`src/rtl/irq_pend_pkg.sv`:
```
package irq_pend_pkg;
  localparam int unsigned NUM_CLS = 7;
  localparam int unsigned CLS_W   = $clog2(NUM_CLS + 1);
  localparam int unsigned VEC_W   = 64;
  localparam int unsigned IDX_W   = $clog2(VEC_W);
  localparam int unsigned LVL_W   = 4;
  localparam int unsigned LVL_SCAN = (1 << LVL_W) - 1;

  typedef enum logic [CLS_W-1:0] {
    CLS_TLZ   = 3'd0,
    CLS_TMR   = 3'd1,
    CLS_VEC   = 3'd2,
    CLS_CPUM  = 3'd3,
    CLS_DEVM  = 3'd4,
    CLS_RERR  = 3'd5,
    CLS_SOFT  = 3'd6,
    CLS_NONE  = 3'd7
  } cls_e;

  localparam logic [LVL_W-1:0] LVL_FORCED = 4'd14;
  localparam int unsigned      FORCE_HI_BIT = 16;
endpackage

```
`src/rtl/irq_pend_store.sv`:
```
module irq_pend_store
  import irq_pend_pkg::*;
#(
  parameter int unsigned N_CLS = NUM_CLS,
  parameter int unsigned V_W   = VEC_W,
  localparam int unsigned C_W  = CLS_W,
  localparam int unsigned I_W  = $clog2(V_W)
) (
  input  logic                       clk_i,
  input  logic                       rst_ni,
  input  logic                       set_vld_i,
  input  logic [C_W-1:0]             set_cls_i,
  input  logic [I_W-1:0]             set_idx_i,
  input  logic                       clr_vld_i,
  input  logic [C_W-1:0]             clr_cls_i,
  input  logic [I_W-1:0]             clr_idx_i,
  input  logic                       clr_all_i,
  output logic [N_CLS-1:0][V_W-1:0]  vec_o,
  output logic [N_CLS-1:0]           sum_o
);
  logic [V_W-1:0] set_onehot, clr_onehot;

  always_comb begin
    set_onehot = '0;
    clr_onehot = '0;
    set_onehot[set_idx_i] = 1'b1;
    clr_onehot[clr_idx_i] = 1'b1;
  end

  for (genvar c = 0; c < N_CLS; c++) begin : g_cls
    logic           set_hit, clr_hit;
    logic [V_W-1:0] vec_q, vec_d;
    logic           sum_q, sum_d;

    assign set_hit = set_vld_i && (set_cls_i == C_W'(c));
    assign clr_hit = clr_vld_i && (clr_cls_i == C_W'(c));

    // clear first, then post: a same-bit post survives
    always_comb begin
      vec_d = vec_q;
      if (clr_hit) vec_d = vec_d & ~clr_onehot;
      if (set_hit) vec_d = vec_d | set_onehot;
      sum_d = (set_hit || clr_hit) ? (|vec_d) : sum_q;
    end

    always_ff @(posedge clk_i or negedge rst_ni) begin
      if (!rst_ni) begin
        vec_q <= '0;
        sum_q <= 1'b0;
      end else if (clr_all_i) begin
        vec_q <= '0;
        sum_q <= 1'b0;
      end else begin
        vec_q <= vec_d;
        sum_q <= sum_d;
      end
    end

    assign vec_o[c] = vec_q;
    assign sum_o[c] = sum_q;
  end
endmodule

```
`src/rtl/irq_soft_level.sv`:
```
module irq_soft_level
  import irq_pend_pkg::*;
#(
  parameter int unsigned V_W  = VEC_W,
  parameter int unsigned L_W  = LVL_W,
  localparam int unsigned SCAN = (1 << L_W) - 1
) (
  input  logic [V_W-1:0] soft_vec_i,
  output logic [L_W-1:0] level_o
);
  logic [L_W-1:0] scan_lvl;
  logic           force_lvl;

  always_comb begin
    scan_lvl = '0;
    for (int unsigned b = 1; b <= SCAN; b++) begin
      if (soft_vec_i[b]) scan_lvl = L_W'(b);
    end
  end

  assign force_lvl = soft_vec_i[0] | soft_vec_i[FORCE_HI_BIT];
  assign level_o   = force_lvl ? LVL_FORCED : scan_lvl;
endmodule

```
`src/rtl/irq_prio_sel.sv`:
```
module irq_prio_sel
  import irq_pend_pkg::*;
#(
  parameter int unsigned N_CLS = NUM_CLS,
  localparam int unsigned C_W  = CLS_W
) (
  input  logic [N_CLS-1:0] sum_i,
  input  logic             hpriv_i,
  input  logic             ie_i,
  output logic             take_o,
  output logic [C_W-1:0]   cause_o
);
  logic [N_CLS-1:0] elig;

  // mode mask
  always_comb begin
    elig = '0;
    if (hpriv_i) begin
      if (ie_i) begin
        elig[CLS_TMR] = sum_i[CLS_TMR];
        elig[CLS_VEC] = sum_i[CLS_VEC];
      end
    end else begin
      elig[CLS_TLZ] = sum_i[CLS_TLZ];
      elig[CLS_TMR] = sum_i[CLS_TMR];
      elig[CLS_VEC] = sum_i[CLS_VEC];
      if (ie_i) begin
        elig[CLS_CPUM] = sum_i[CLS_CPUM];
        elig[CLS_DEVM] = sum_i[CLS_DEVM];
        elig[CLS_SOFT] = sum_i[CLS_SOFT];
        elig[CLS_RERR] = sum_i[CLS_RERR];
      end
    end
  end

  // fixed order; software sits ahead of resumable error
  always_comb begin
    take_o  = 1'b1;
    cause_o = '0;
    if      (elig[CLS_TLZ])  cause_o = CLS_TLZ;
    else if (elig[CLS_TMR])  cause_o = CLS_TMR;
    else if (elig[CLS_VEC])  cause_o = CLS_VEC;
    else if (elig[CLS_CPUM]) cause_o = CLS_CPUM;
    else if (elig[CLS_DEVM]) cause_o = CLS_DEVM;
    else if (elig[CLS_SOFT]) cause_o = CLS_SOFT;
    else if (elig[CLS_RERR]) cause_o = CLS_RERR;
    else                     take_o  = 1'b0;
  end
endmodule

```
`src/rtl/irq_pend_ctrl.sv`:
```
module irq_pend_ctrl
  import irq_pend_pkg::*;
#(
  parameter int unsigned N_CLS = NUM_CLS,
  parameter int unsigned V_W   = VEC_W,
  parameter int unsigned L_W   = LVL_W,
  localparam int unsigned C_W  = CLS_W,
  localparam int unsigned I_W  = $clog2(V_W)
) (
  input  logic             clk_i,
  input  logic             rst_ni,
  input  logic             set_vld_i,
  input  logic [C_W-1:0]   set_cls_i,
  input  logic [I_W-1:0]   set_idx_i,
  input  logic             clr_vld_i,
  input  logic [C_W-1:0]   clr_cls_i,
  input  logic [I_W-1:0]   clr_idx_i,
  input  logic             clr_all_i,
  input  logic [C_W-1:0]   rd_cls_i,
  output logic [V_W-1:0]   rd_vec_o,
  output logic [N_CLS-1:0] summary_o,
  input  logic             hpriv_i,
  input  logic             ie_i,
  output logic             take_o,
  output logic [C_W-1:0]   cause_o,
  output logic [L_W-1:0]   level_o
);
  logic [N_CLS-1:0][V_W-1:0] vec;
  logic [N_CLS-1:0]          sum;
  logic [L_W-1:0]            soft_lvl;

  irq_pend_store #(.N_CLS(N_CLS), .V_W(V_W)) u_store (
    .clk_i, .rst_ni,
    .set_vld_i, .set_cls_i, .set_idx_i,
    .clr_vld_i, .clr_cls_i, .clr_idx_i,
    .clr_all_i,
    .vec_o (vec),
    .sum_o (sum)
  );

  irq_prio_sel #(.N_CLS(N_CLS)) u_sel (
    .sum_i   (sum),
    .hpriv_i,
    .ie_i,
    .take_o,
    .cause_o
  );

  irq_soft_level #(.V_W(V_W), .L_W(L_W)) u_lvl (
    .soft_vec_i (vec[CLS_SOFT]),
    .level_o    (soft_lvl)
  );

  always_comb begin
    rd_vec_o = '0;
    for (int unsigned c = 0; c < N_CLS; c++) begin
      if (rd_cls_i == C_W'(c)) rd_vec_o = vec[c];
    end
  end

  assign summary_o = sum;
  assign level_o   = (take_o && cause_o == CLS_SOFT) ? soft_lvl : '0;
endmodule

```
`config.mk`:
```
export PLATFORM = sky130hd
export DESIGN_NAME = irq_pend_ctrl
export DESIGN_NICKNAME = d
export VERILOG_FILES = /design/src/rtl/irq_pend_pkg.sv /design/src/rtl/irq_pend_store.sv /design/src/rtl/irq_soft_level.sv /design/src/rtl/irq_prio_sel.sv /design/src/rtl/irq_pend_ctrl.sv
export SDC_FILE = /design/constraint.sdc
export NUM_CORES = 1
export LEC_CHECK = 0
export ABC_AREA = 1
export BUFFER_PORTS_ARGS = -buffer_cell sky130_fd_sc_hd__buf_4
export CAP_MARGIN = 25
export CELL_PAD_IN_SITES_DETAIL_PLACEMENT = 2
export CELL_PAD_IN_SITES_GLOBAL_PLACEMENT = 2
export CORE_ASPECT_RATIO = 1.25
export CORE_MARGIN = 2
export CORE_UTILIZATION = 32
export CTS_BUF_LIST = sky130_fd_sc_hd__clkbuf_16
export CTS_CLUSTER_DIAMETER = 60
export DETAILED_ROUTE_END_ITERATION = 12
export PLACE_DENSITY_LB_ADDON = 0.1
export SLEW_MARGIN = 30
export SYNTH_ARGS = -nofsm -noshare
export SYNTH_HDL_FRONTEND = slang
export SYNTH_SLANG_ARGS = --single-unit
```
`constraint.sdc`:
```
create_clock -name clk_i -period 1.6 [get_ports clk_i]
set_clock_uncertainty 0.05 [all_clocks]
set_input_delay 0.24 -clock clk_i [delete_from_list [all_inputs] [get_ports clk_i]]
set_output_delay 0.24 -clock clk_i [all_outputs]
set_load 0.005 [all_outputs]
```
==> flow_summary.yaml, run 1 <==
placed_design:
  gp_congestion: 0.9432
  dp_hpwl_um: 141900
  portBuffers: 106
  dp.cells: 6152
outcome:
  stop_stage: "4_1_cts"
  error: "[ERROR DPL-0033] detailed placement checks failed during check placement."
  status: "aborted with a tool error"
yosys:
  syn_area_mm2: 0.02688
  avgSynthCellArea_um2: 6.710
  synth.distinct_cells: 34
  ys_seq_area_share_pct: 42.36
  yosys_warnings: 0
  synth_nets: 4034
  syn_inst: 4006
  ys_ff_latch: 455
die:
  num_rows: 118
  dieHeight_um: 328.0
  start_util_pct: 32.39
  fp.dieW_um: 263.2
  ios: 107
clock_tree:
  clockRootBuffer: "clkbuf_16"
  cts_setup_buffers: 219
  numClockSinks: 455
  cts_resized: 927
  clock_path_buffers: 3
  cts_hold_buf: 4
  cts_max_level: 2
  numCtsBuffers: 61
[stage by stage]
stage	setup WS [ns]	utilization [%]	area, µm²
after floorplan	-0.09016	-	27340
after global placement	-1.402	46.86	38880
after detailed placement	-1.654	46.86	38880
[synth_stat cells (all sizes together)]
| master | n | share of area (%) |
|---|---|---|
| nand2 | 1599 | 22 |
| nor2 | 593 | 9.0 |
| dfrtp | 455 | 42 |
| a21oi | 314 | 5.8 |
| inv | 258 | 3.6 |
| o21ai | 237 | 4.4 |
| clkbuf | 138 | 1.9 |
| nand3 | 124 | 2.9 |
| a22oi | 82 | 2.3 |
| buf | 63 | 1.4 |
| nand4 | 54 | 1.3 |
| a221oi | 52 | 1.7 |
| o2111ai | 14 | 0.46 |
| nor3 | 7 | 0.17 |
| o31ai | 6 | 0.17 |
| clkinv | 4 | 0.060 |
| a31oi | 2 | 0.047 |
| o211ai | 2 | 0.056 |
| a21boi | 1 | 0.028 |
| nor4 | 1 | 0.023 |
[cell families after synthesis]
group,Yosys count,share of synthesized area (%)
and+or+nand+nor,2378,35.65
AOI/OAI and AO/OA,710,15.00
buffers and inverters,463,6.992
DFF,455,42.36
==> inputs of run 2 (changes only) <==
Settings changed: CELL_PAD_IN_SITES_DETAIL_PLACEMENT 2 to unset, CELL_PAD_IN_SITES_GLOBAL_PLACEMENT 2 to unset, CORE_ASPECT_RATIO 1.25 to unset, CORE_UTILIZATION 32 to 40, CTS_BUF_LIST sky130_fd_sc_hd__clkbuf_16 to unset, CTS_CLUSTER_DIAMETER 60 to unset, PLACE_DENSITY_LB_ADDON 0.1 to 0.15.
Clock period 1.6 ns to 2.1 ns, I/O delays scaled along.
==> run 2 against run 1 <==
The flow now finishes, with violations (negative setup slack). Synthesized area is the same. Synthesized cell count is the same.
==> flow_summary.yaml, run 2 <==
sta:
  rsz0062_at_grt: "true"
  tightest_slew_ns: 0.7206
  finalHoldViolCount: 0
  hold-worst-slack_ns: 0.1454
  setup_viol: 32
  relSlewSlack_pct: 51.78
  fmax_mhz: 400.3
  fin_tns_setup_ns: -2.703
  timing.final.ws_setup_ns: -0.3979
  min_period_ns: 2.498
  post-route-period-util_pct: 118.9
  slew_violations: 0
yosys:
  yosys_warnings: 0
  synthTopCellsByCount: "nand2_1 (1,594), nor2_1 (539), dfrtp_1 (455)"
  synthFlopType: "dfrtp_1"
  synth.most_common_cell: "nand2_1"
  syn_area_mm2: 0.02688
  synth_nets: 4034
  netlist.top_cell.by_area: "dfrtp_1"
  syn_inst: 4006
  synth-edff-count: 0
  ys_async_sr_fraction_pct: 100.0
  synth_top_area_share_pct: 42.36
  ys_seq_area_share_pct: 42.36
  synthTopCellsByArea: "dfrtp_1 (42%), nand2_1 (22%), nor2_1 (7.5%), a21oi_1 (5.8%), o21ai_0 (3.9%)"
  synth.distinct_cells: 34
  ys_ff_latch: 455
  avgSynthCellArea_um2: 6.710
cells_and_area:
  area_growth_pct: 51.11
  layout.filler_cells: 6180
  largest_reg_flops: 448
  final_cell_mix: "nand2_1 (1,573), buf_4 (998), nor2_1 (516)"
  layout_commonest_cell: "nand2_1"
  fin_nets: 5055
  top_register: "u_store.g_cls.vec_q"
  drive_gt1_share_pct: 30.92
  top_regs: "u_store.g_cls.vec_q (448), u_store.g_cls.sum_q (7)"
die:
  dieArea_mm2: 0.06929
  design.core.area_mm2: 0.06680
  fp.dieW_um: 263.2
  start_util_pct: 40.24
  dieHeight_um: 263.2
  num_rows: 95
  ios: 107
critical_path:
  endpoint_kind: "output port"
  path_cells: "o21ai_2 > nand2_1 > nand2_1 > nand2_1 > nand2_1 > nand2_1 > nand2_1 > nand2_1 > nand2_1 > nand2_1 > nand2_1 > nand2_1 > a21oi_2 > buf_4"
  crit_top_cell: "nand2_1"
  arrival_ns: 2.13
  path_class: "flip-flop to output port"
  cpPeakStageDelay_ns: 0.42
  cp_slowest_cell: "dfrtp_1"
  critPathLaunchType: "flip-flop"
  cp_top_family: "simple AND/OR/NAND/NOR gates"
  crit_required_ns: 1.74
  worstPathMaxFanout: 4
  worst-path-buf-inv: 1
global_routing:
  overflow: 0
  grt_pass1_wl_um: 192100
  antenna_found_initial: 6
  grt_start_max_net_pins: 90
  track_usage_pct: 36.42
  grt_pass1_vias: 30990
clock_tree:
  clock_path_buffers: 3
  cts_max_level: 2
  numCtsBuffers: 56
  cts_tree: "built"
  clockRootBuffer: "clkbuf_16"
  clkTransAtPathRegs_ns: 0.06
  clk_latency_ns: 0.63
  numClockSinks: 455
placed_design:
  dp_hpwl_um: 92240
  gp_congestion: 0.9977
  portBuffers: 106
power:
  powerDensity_mw_per_mm2: 519.2
  vdd_drop_max_uv: 648.6
  finalPower_mw: 21.09
  p_leak_nw: 19.94
detailed_routing:
  ant_nets: 0
  drt-total-wl_um: 133000
  wl_per_cell_um: 22.38
  first_iter_violations: 4448
  drcViolationCount: 0
  dr.pass1.iters: 6
  viasPerCell: 5.525
  via_count: 32840
outcome:
  failed_checks: "negative setup slack"
  status: "complete, but fails checks"
hold_path:
  hp-class: "input port to async pin"
job:
  drv_cap: 0
[run 2: stage by stage]
stage	utilization (%)	setup WS, ns	instances	instance area [µm²]
floorplan	-	0.1841	4006	26880
global placement	54.85	-0.7280	5757	36640
detailed placement	54.89	-0.6826	5758	36670
CTS	58.76	-0.4345	5878	39250
global route	60.80	-0.5212	5942	40610
finish	60.80	-0.3979	5943	40620
[run 2: final cells by class]
cell class / count / area, µm² / area share (%)
Multi-Input combinational cell: 3089 / 14680 / 36.14
Clock inverter: 24 / 224.0 / 0.5514
Tap cell: 873 / 1092 / 2.689
Sequential cell: 455 / 11390 / 28.05
Clock buffer: 75 / 1574 / 3.875
Inverter: 262 / 1012 / 2.492
Antenna cell: 2 / 5.005 / 0.01232
Timing Repair Buffer: 1163 / 10640 / 26.19
[run 2: cell families (layout without fill, tap and decap cells)]
kind of cell,count (synthesis),count (layout),synth area share (%)
simple gates,2378,2379,35.65
compound gates,710,710,15.00
other cells,0,2,0
buf+inv,463,1524,6.992
flops,455,455,42.36
[run 2: metal layers]
layer | part of all wire (%) | track usage, % | up-vias
met4 | 5.4 | 15.68 | 6
met2 | 43 | 55.36 | 1957
met1 | 41 | 51.18 | 15490
met5 | 0.026 | 0 | -
met3 | 11 | 6.173 | 404
li1 | - | - | 14970
[run 2: what timing repair did]
action,4_1_cts,5_1_grt
gates resized for setup,174,183
pin swaps,72,84
hold endpoints to repair,366,0
setup endpoints to repair,70,73
cloned,6,10
hold buffers,2,0
buffers inserted,15,56
[run 2: final timing paths]
path                            cells past startpoint                          to                  startpoint  slack, ns
worst min register to register                      2  u_store.g_cls[5].vec_q[20]  u_store.g_cls[5].vec_q[20]       0.49
worst min-delay path                                2   u_store.g_cls[6].vec_q[0]                      rst_ni       0.15
worst max register to register                     12      u_store.g_cls[0].sum_q  u_store.g_cls[0].vec_q[29]       0.28
worst max-delay path                               14                  level_o[0]   u_store.g_cls[6].vec_q[2]      -0.40
min in group clk_i                                  6  u_store.g_cls[0].vec_q[48]                set_cls_i[1]       0.22
max in group asynchronous                           4  u_store.g_cls[5].vec_q[19]                      rst_ni       1.00
[run 2: where the power goes]
part	internal [mW]	total [mW]	switching, mW
Combinational	0.859	2.42	1.56
Sequential	8.79	8.81	0.0250
Clock	5.70	9.85	4.15
No activity file was read; power rests on OpenSTA's default activity.
